`config.mk`:
```
export PLATFORM = sky130hd
export DESIGN_NAME = drp_bridge
export DESIGN_NICKNAME = d
export VERILOG_FILES = /design/src/rtl/drp_bridge_pkg.sv /design/src/rtl/drp_bridge_decode.sv /design/src/rtl/drp_bridge_flag.sv /design/src/rtl/drp_bridge_ctrl.sv /design/src/rtl/drp_bridge_pack.sv /design/src/rtl/drp_bridge.sv
export SDC_FILE = /design/constraint.sdc
export NUM_CORES = 1
export LEC_CHECK = 0
export ABC_AREA = 1
export BUFFER_PORTS_ARGS = -buffer_cell sky130_fd_sc_hd__buf_2
export CAP_MARGIN = 20
export CORE_ASPECT_RATIO = 2
export CORE_MARGIN = 5
export CORE_UTILIZATION = 46
export DETAILED_ROUTE_END_ITERATION = 7
export PLACE_DENSITY = 0.86
export SKIP_LAST_GASP = 1
export SYNTH_ARGS = -nofsm -noshare
export SYNTH_HDL_FRONTEND = slang
export SYNTH_SLANG_ARGS = --single-unit
```
`constraint.sdc`:
```
create_clock -name clk -period 2.3 [get_ports clk]
set_clock_uncertainty 0.2 [all_clocks]
set_input_delay 0 -clock clk [delete_from_list [all_inputs] [get_ports clk]]
set_output_delay 0 -clock clk [all_outputs]
set_load 0.02 [all_outputs]
```
`src/rtl/drp_bridge_pkg.sv`:
```
package drp_bridge_pkg;
  localparam int BUS_W = 32;
  localparam int PORT_DW = 16;
  localparam int FLAG_W = 2;

  typedef enum logic [1:0] {
    ST_IDLE = 2'd0,
    ST_WAIT = 2'd1,
    ST_RESP = 2'd2
  } bridge_state_e;
endpackage

```
`src/rtl/drp_bridge_decode.sv`:
```
module drp_bridge_decode #(
  parameter int ADDR_W = 9,
  parameter int PORT_AW = 7,
  parameter int BE_W = 4
) (
  input  logic [ADDR_W-1:0]  addr,
  input  logic [BE_W-1:0]    be,
  output logic               word_ok,
  output logic [PORT_AW-1:0] port_addr
);
  localparam int LSB_W = $clog2(BE_W);
  localparam int AVAIL = ADDR_W - LSB_W;

  assign word_ok = (&be) && (addr[LSB_W-1:0] == '0);

  generate
    if (AVAIL >= PORT_AW) begin : g_slice
      assign port_addr = addr[LSB_W +: PORT_AW];
    end else begin : g_pad
      assign port_addr = {{(PORT_AW-AVAIL){1'b0}}, addr[ADDR_W-1:LSB_W]};
    end
  endgenerate
endmodule

```
`src/rtl/drp_bridge_flag.sv`:
```
module drp_bridge_flag (
  input  logic clk,
  input  logic rst,
  input  logic set_pulse,
  input  logic clr,
  output logic flag
);
  always_ff @(posedge clk) begin
    if (rst) flag <= 1'b0;
    else if (set_pulse) flag <= 1'b1;
    else if (clr) flag <= 1'b0;
  end

  AST_MOD_SETS: assert property (@(posedge clk) disable iff (rst)
    set_pulse |=> flag);
  AST_MOD_CLEARS: assert property (@(posedge clk) disable iff (rst)
    (clr && !set_pulse) |=> !flag);
  AST_MOD_HOLDS: assert property (@(posedge clk) disable iff (rst)
    (!clr && !set_pulse) |=> (flag == $past(flag)));
endmodule

```
`src/rtl/drp_bridge_ctrl.sv`:
```
module drp_bridge_ctrl
  import drp_bridge_pkg::*;
#(
  parameter int PORT_AW = 7,
  parameter int DW = 16
) (
  input  logic               clk,
  input  logic               rst,
  input  logic               req_valid,
  input  logic               req_write,
  input  logic [DW-1:0]      req_wdata,
  input  logic               word_ok,
  input  logic [PORT_AW-1:0] port_addr,
  input  logic               locked,
  input  logic               port_rdy,
  output logic               req_ready,
  output logic               port_en,
  output logic               port_we,
  output logic [PORT_AW-1:0] port_addr_q,
  output logic [DW-1:0]      port_di,
  output logic               rsp_valid,
  output logic               rsp_err,
  output logic               done_ok,
  output logic               refuse
);
  bridge_state_e state;
  logic accept;

  assign req_ready = (state == ST_IDLE);
  assign accept    = req_valid && req_ready;
  assign refuse    = accept && (!word_ok || locked);
  assign done_ok   = (state == ST_WAIT) && port_rdy;

  always_ff @(posedge clk) begin
    if (rst) begin
      state       <= ST_IDLE;
      port_en     <= 1'b0;
      port_we     <= 1'b0;
      port_addr_q <= '0;
      port_di     <= '0;
      rsp_valid   <= 1'b0;
      rsp_err     <= 1'b0;
    end else begin
      port_en   <= 1'b0;
      rsp_valid <= 1'b0;
      case (state)
        ST_IDLE: begin
          if (refuse) begin
            rsp_valid <= 1'b1;
            rsp_err   <= 1'b1;
            state     <= ST_RESP;
          end else if (accept) begin
            port_en     <= 1'b1;
            port_we     <= req_write;
            port_addr_q <= port_addr;
            port_di     <= req_wdata;
            state       <= ST_WAIT;
          end
        end
        ST_WAIT: begin
          if (port_rdy) begin
            rsp_valid <= 1'b1;
            rsp_err   <= 1'b0;
            state     <= ST_RESP;
          end
        end
        default: state <= ST_IDLE;
      endcase
    end
  end

  AST_EN_ONE_CYCLE: assert property (@(posedge clk) disable iff (rst)
    port_en |=> !port_en);
  AST_EN_AFTER_ACCEPT: assert property (@(posedge clk) disable iff (rst)
    (accept && word_ok && !locked) |=> port_en);
  AST_NO_RSP_WITH_EN: assert property (@(posedge clk) disable iff (rst)
    port_en |-> (!rsp_valid && !req_ready));
  AST_OK_NEEDS_RDY: assert property (@(posedge clk) disable iff (rst)
    (rsp_valid && !rsp_err) |-> $past(port_rdy));
  AST_SUBWORD_REFUSED: assert property (@(posedge clk) disable iff (rst)
    (accept && !word_ok) |=> (!port_en && rsp_valid && rsp_err));
  AST_LOCK_REFUSED: assert property (@(posedge clk) disable iff (rst)
    (accept && locked) |=> (!port_en && rsp_valid && rsp_err));
  AST_RSP_SINGLE: assert property (@(posedge clk) disable iff (rst)
    rsp_valid |=> (!rsp_valid && req_ready));
endmodule

```
`src/rtl/drp_bridge_pack.sv`:
```
module drp_bridge_pack
  import drp_bridge_pkg::*;
#(
  parameter int DW = 16,
  parameter int OUT_W = 32
) (
  input  logic             clk,
  input  logic             rst,
  input  logic             load,
  input  logic             keep_data,
  input  logic [DW-1:0]    port_do,
  input  logic             mod_flag,
  input  logic             locked,
  output logic [OUT_W-1:0] rdata
);
  localparam int PAD_W = OUT_W - DW - FLAG_W;

  logic [OUT_W-1:0] packed_word;

  generate
    if (PAD_W > 0) begin : g_pad
      assign packed_word = {{PAD_W{1'b0}}, locked, mod_flag, port_do};
    end else begin : g_nopad
      assign packed_word = {locked, mod_flag, port_do};
    end
  endgenerate

  always_ff @(posedge clk) begin
    if (rst) rdata <= '0;
    else if (load) rdata <= keep_data ? packed_word : '0;
  end
endmodule

```
`src/rtl/drp_bridge.sv`:
```
module drp_bridge
  import drp_bridge_pkg::*;
#(
  parameter int ADDR_W = 9,
  parameter int PORT_AW = 7
) (
  input  logic               clk,
  input  logic               rst,
  input  logic               req_valid,
  output logic               req_ready,
  input  logic               req_write,
  input  logic [ADDR_W-1:0]  req_addr,
  input  logic [3:0]         req_be,
  input  logic [PORT_DW-1:0] req_wdata,
  output logic               rsp_valid,
  output logic               rsp_err,
  output logic [BUS_W-1:0]   rsp_rdata,
  output logic               drp_en,
  output logic               drp_we,
  output logic [PORT_AW-1:0] drp_addr,
  output logic [PORT_DW-1:0] drp_di,
  input  logic [PORT_DW-1:0] drp_do,
  input  logic               drp_rdy,
  input  logic               jtag_locked,
  input  logic               jtag_mod_pulse
);
  logic               word_ok;
  logic [PORT_AW-1:0] dec_addr;
  logic               done_ok;
  logic               refuse;
  logic               mod_flag;

  drp_bridge_decode #(.ADDR_W(ADDR_W), .PORT_AW(PORT_AW), .BE_W(4)) u_decode (
    .addr(req_addr), .be(req_be), .word_ok(word_ok), .port_addr(dec_addr)
  );

  drp_bridge_ctrl #(.PORT_AW(PORT_AW), .DW(PORT_DW)) u_ctrl (
    .clk(clk), .rst(rst), .req_valid(req_valid), .req_write(req_write),
    .req_wdata(req_wdata), .word_ok(word_ok), .port_addr(dec_addr),
    .locked(jtag_locked), .port_rdy(drp_rdy), .req_ready(req_ready),
    .port_en(drp_en), .port_we(drp_we), .port_addr_q(drp_addr),
    .port_di(drp_di), .rsp_valid(rsp_valid), .rsp_err(rsp_err),
    .done_ok(done_ok), .refuse(refuse)
  );

  drp_bridge_flag u_flag (
    .clk(clk), .rst(rst), .set_pulse(jtag_mod_pulse), .clr(done_ok), .flag(mod_flag)
  );

  drp_bridge_pack #(.DW(PORT_DW), .OUT_W(BUS_W)) u_pack (
    .clk(clk), .rst(rst), .load(done_ok || refuse), .keep_data(done_ok && !drp_we),
    .port_do(drp_do), .mod_flag(mod_flag), .locked(jtag_locked), .rdata(rsp_rdata)
  );

  AST_UPPER_ZERO: assert property (@(posedge clk) disable iff (rst)
    rsp_valid |-> (rsp_rdata[BUS_W-1:PORT_DW+FLAG_W] == '0));
  AST_ERR_DATA_ZERO: assert property (@(posedge clk) disable iff (rst)
    (rsp_valid && rsp_err) |-> (rsp_rdata == '0));
endmodule

```
==> metrics.cfg <==
[yosys]
syn_area_mm2=0.00190
synth_sequential_area_ratio_pct=50.6
synth_warnings=0
syn_area_per_cell_um2=8.09
synthCells=235
synth_cell_types=20
ys_ff_latch=48

[timing]
setup_viol=0
setup_tns_ns=0
max_freq_mhz=476
hold_violations=0
finalCriticalPeriod_ns=2.10
hold_ws_ns=0.112
slew_headroom_pct=60.9
rsz0062_at_grt=no
slew_viol_final=0
fin_ws_ns=0.200
finalCritPeriodShare_pct=91.3
worstMarginPinSlew_ns=0.586

[placement]
preCtsSetupSlack_ns=0.602
io_buffers=97
place_congestion=0.726
dp_hpwl_um=3510

[detailed_routing]
wirelength_um=5980
dr_total_vias=2083
dr.pass1.iters=4
drt_iter0_drc=20
post_drt_wl_per_cell_um=13.6
ant_nets=0
via_per_inst=4.72
drc=0

[floorplan]
initial_core_util_pct=47.0
coreArea_mm2=0.00405
dieArea_mm2=0.00559
row_count=33
die_h_um=101
top_level_ports=112
die_w_um=55.5

[cells_and_area]
area_delta_synth_final_pct=60.4
drive_gt1_share_pct=30.6
diodes=0
nets=440
utilization_pct=75.4
fillCellCount=306
seqCellArea_um2=961
multi_input_comb_area_um2=762

[global_route]
overflow=0
antenna_found_initial=0
grt_max_degree=27
grt_usage_pct=21.5
grt_pass1_vias=2192
grt_pass1_wl_um=9800

[critical_path]
r2r-end=u_pack.rdata[17]$_SDFFE_PP0P_
crit_path_max_fanout=24
cp.required_ns=2.34
arrival_ns=2.14
rr_startpoint=u_ctrl.state[0]$_SDFFE_PP0P_
end_kind=flop
r2r_setup_slack_ns=0.20
crit_path_start_kind=flop
worstSetupPathType=reg -> reg
ff2ff_path_depth=7

[clock_tree]
cts_root_buf=clkbuf_8
clkLatencyLatePin_ns=0.30
max-clock-path-buffers=2
numCtsBuffers=5
clk_pin_slew_ns=0.09
cts_sinks=48
cts_setup_buffers=0
htreeDepth=2
cts_tree=built

[power]
p_total_mw=1.61
leakagePower_nw=1.57
ir_drop_mv=0.580
p_per_area_mw_per_mm2=527

[min_path]
hold_start=req_valid
hold_path_class=in -> reg
min_path_cells=7
min_to=u_ctrl.port_addr_q[5]$_SDFFE_PP0P_

[outcome]
outcome=finished clean

[run]
maxCapViolCount=0

==> power breakdown <==
part	switching [mW]	total [mW]	internal [mW]
clock	0.266	0.588	0.323
sequential	0.00333	0.840	0.836
combinational	0.0847	0.178	0.0935
==> cells by family after synthesis <==
logic type | count (synthesis) | synth area share, %
buf+inv | 38 | 12.9
flops | 48 | 50.6
simple gates | 101 | 23.8
compound gates | 47 | 12.6
other cells | 1 | 0.197
==> layout make-up <==
type / count / area share, %
Multi-Input combinational cell: 163 / 25.0
Tap cell: 52 / 2.13
Sequential cell: 48 / 31.5
Inverter: 10 / 1.31
Clock buffer: 6 / 2.38
Clock inverter: 2 / 1.15
Timing Repair Buffer: 160 / 36.5
==> flip-flops by register name, summed over array words and instances, names as in the netlist <==
signal              flops
u_ctrl.port_addr_q      7
u_ctrl.port_di         16
u_ctrl.port_en          1
u_ctrl.port_we          1
u_ctrl.rsp_err          1
u_ctrl.rsp_valid        1
u_ctrl.state            2
u_flag.flag             1
u_pack.rdata           18
==> Yosys cell counts <==
cell type / instances / area, um2
nor2_4: 1 / 11.3
buf_4: 16 / 120
nand2_2: 3 / 18.8
dfxtp_1: 48 / 961
nand3_1: 18 / 90.1
buf_6: 5 / 56.3
o21ai_1: 7 / 35.0
a21oi_2: 1 / 8.76
o21ai_0: 17 / 85.1
inv_2: 3 / 11.3
clkbuf_1: 5 / 18.8
inv_1: 6 / 22.5
buf_2: 2 / 10.0
nand2_1: 24 / 90.1
conb_1: 1 / 3.75
nor2_2: 1 / 6.26
nor2_8: 2 / 40.0
a21oi_1: 22 / 110
inv_4: 1 / 6.26
nor2_1: 52 / 195
==> per-layer routing <==
metal / vias up / track usage, % / part of all wire (%)
li1: 1031 / - / -
met2: 84 / 40.5 / 55
met3: 21 / 6.67 / 6.8
met4: 0 / 10.7 / 3.7
met1: 947 / 20.6 / 34
met5: - / 0 / 0
==> through the flow <==
stage / instances / cell area [um2]
5_1_grt: 441 / 3050
3_3_place_gp: 370 / 2300
6_report: 441 / 3050
2_1_floorplan: 248 / 1950
3_5_place_dp: 370 / 2300
4_1_cts: 440 / 3030
==> worst max-delay path, cell delays in order (launching register included) <==
cell and delay [ns]:
dfxtp_1 0.34, inv_2 0.05, nor2_2 0.14, nand2_4 0.22
nor2_4 0.32, nand2_1 0.09, a21oi_1 0.14, dlygate4sd3_1 0.56
==> cells in the final DEF, fill, tap and decap left out, types with 2 or more instances in the layout <==
cell,instances
nor2_4,2
inv_1,6
a21oi_1,22
dlygate4sd3_1,62
nor2_8,2
dfxtp_1,48
buf_2,97
conb_1,14
nand3_1,18
nand2_2,3
clkbuf_8,5
o21ai_1,7
nand2_1,23
nor2_1,52
inv_2,3
o21ai_0,17
==> worst max-delay path by stage <==
stage,start,end,slack [ns],cells after the start
5_1_grt,jtag_locked,u_pack.rdata[12]$_SDFFE_PP0P_,0.08,8
6_report,u_ctrl.state[0]$_SDFFE_PP0P_,u_pack.rdata[17]$_SDFFE_PP0P_,0.20,7
2_1_floorplan,u_ctrl.state[1]$_SDFFE_PP0P_,u_ctrl.port_di[1]$_SDFFE_PP0P_,0.97,9
3_3_place_gp,u_ctrl.state[0]$_SDFFE_PP0P_,u_pack.rdata[8]$_SDFFE_PP0P_,0.65,6
4_1_cts,jtag_locked,u_pack.rdata[4]$_SDFFE_PP0P_,0.04,8
3_5_place_dp,u_ctrl.state[0]$_SDFFE_PP0P_,u_pack.rdata[7]$_SDFFE_PP0P_,0.60,6
==> repair_timing <==
action	CTS	global route
endpoints found under the hold margin	47	0
hold buffers	62	0
resized for setup	0	2
endpoints found under the setup margin	0	16
No activity file was read; power rests on OpenSTA's default activity.
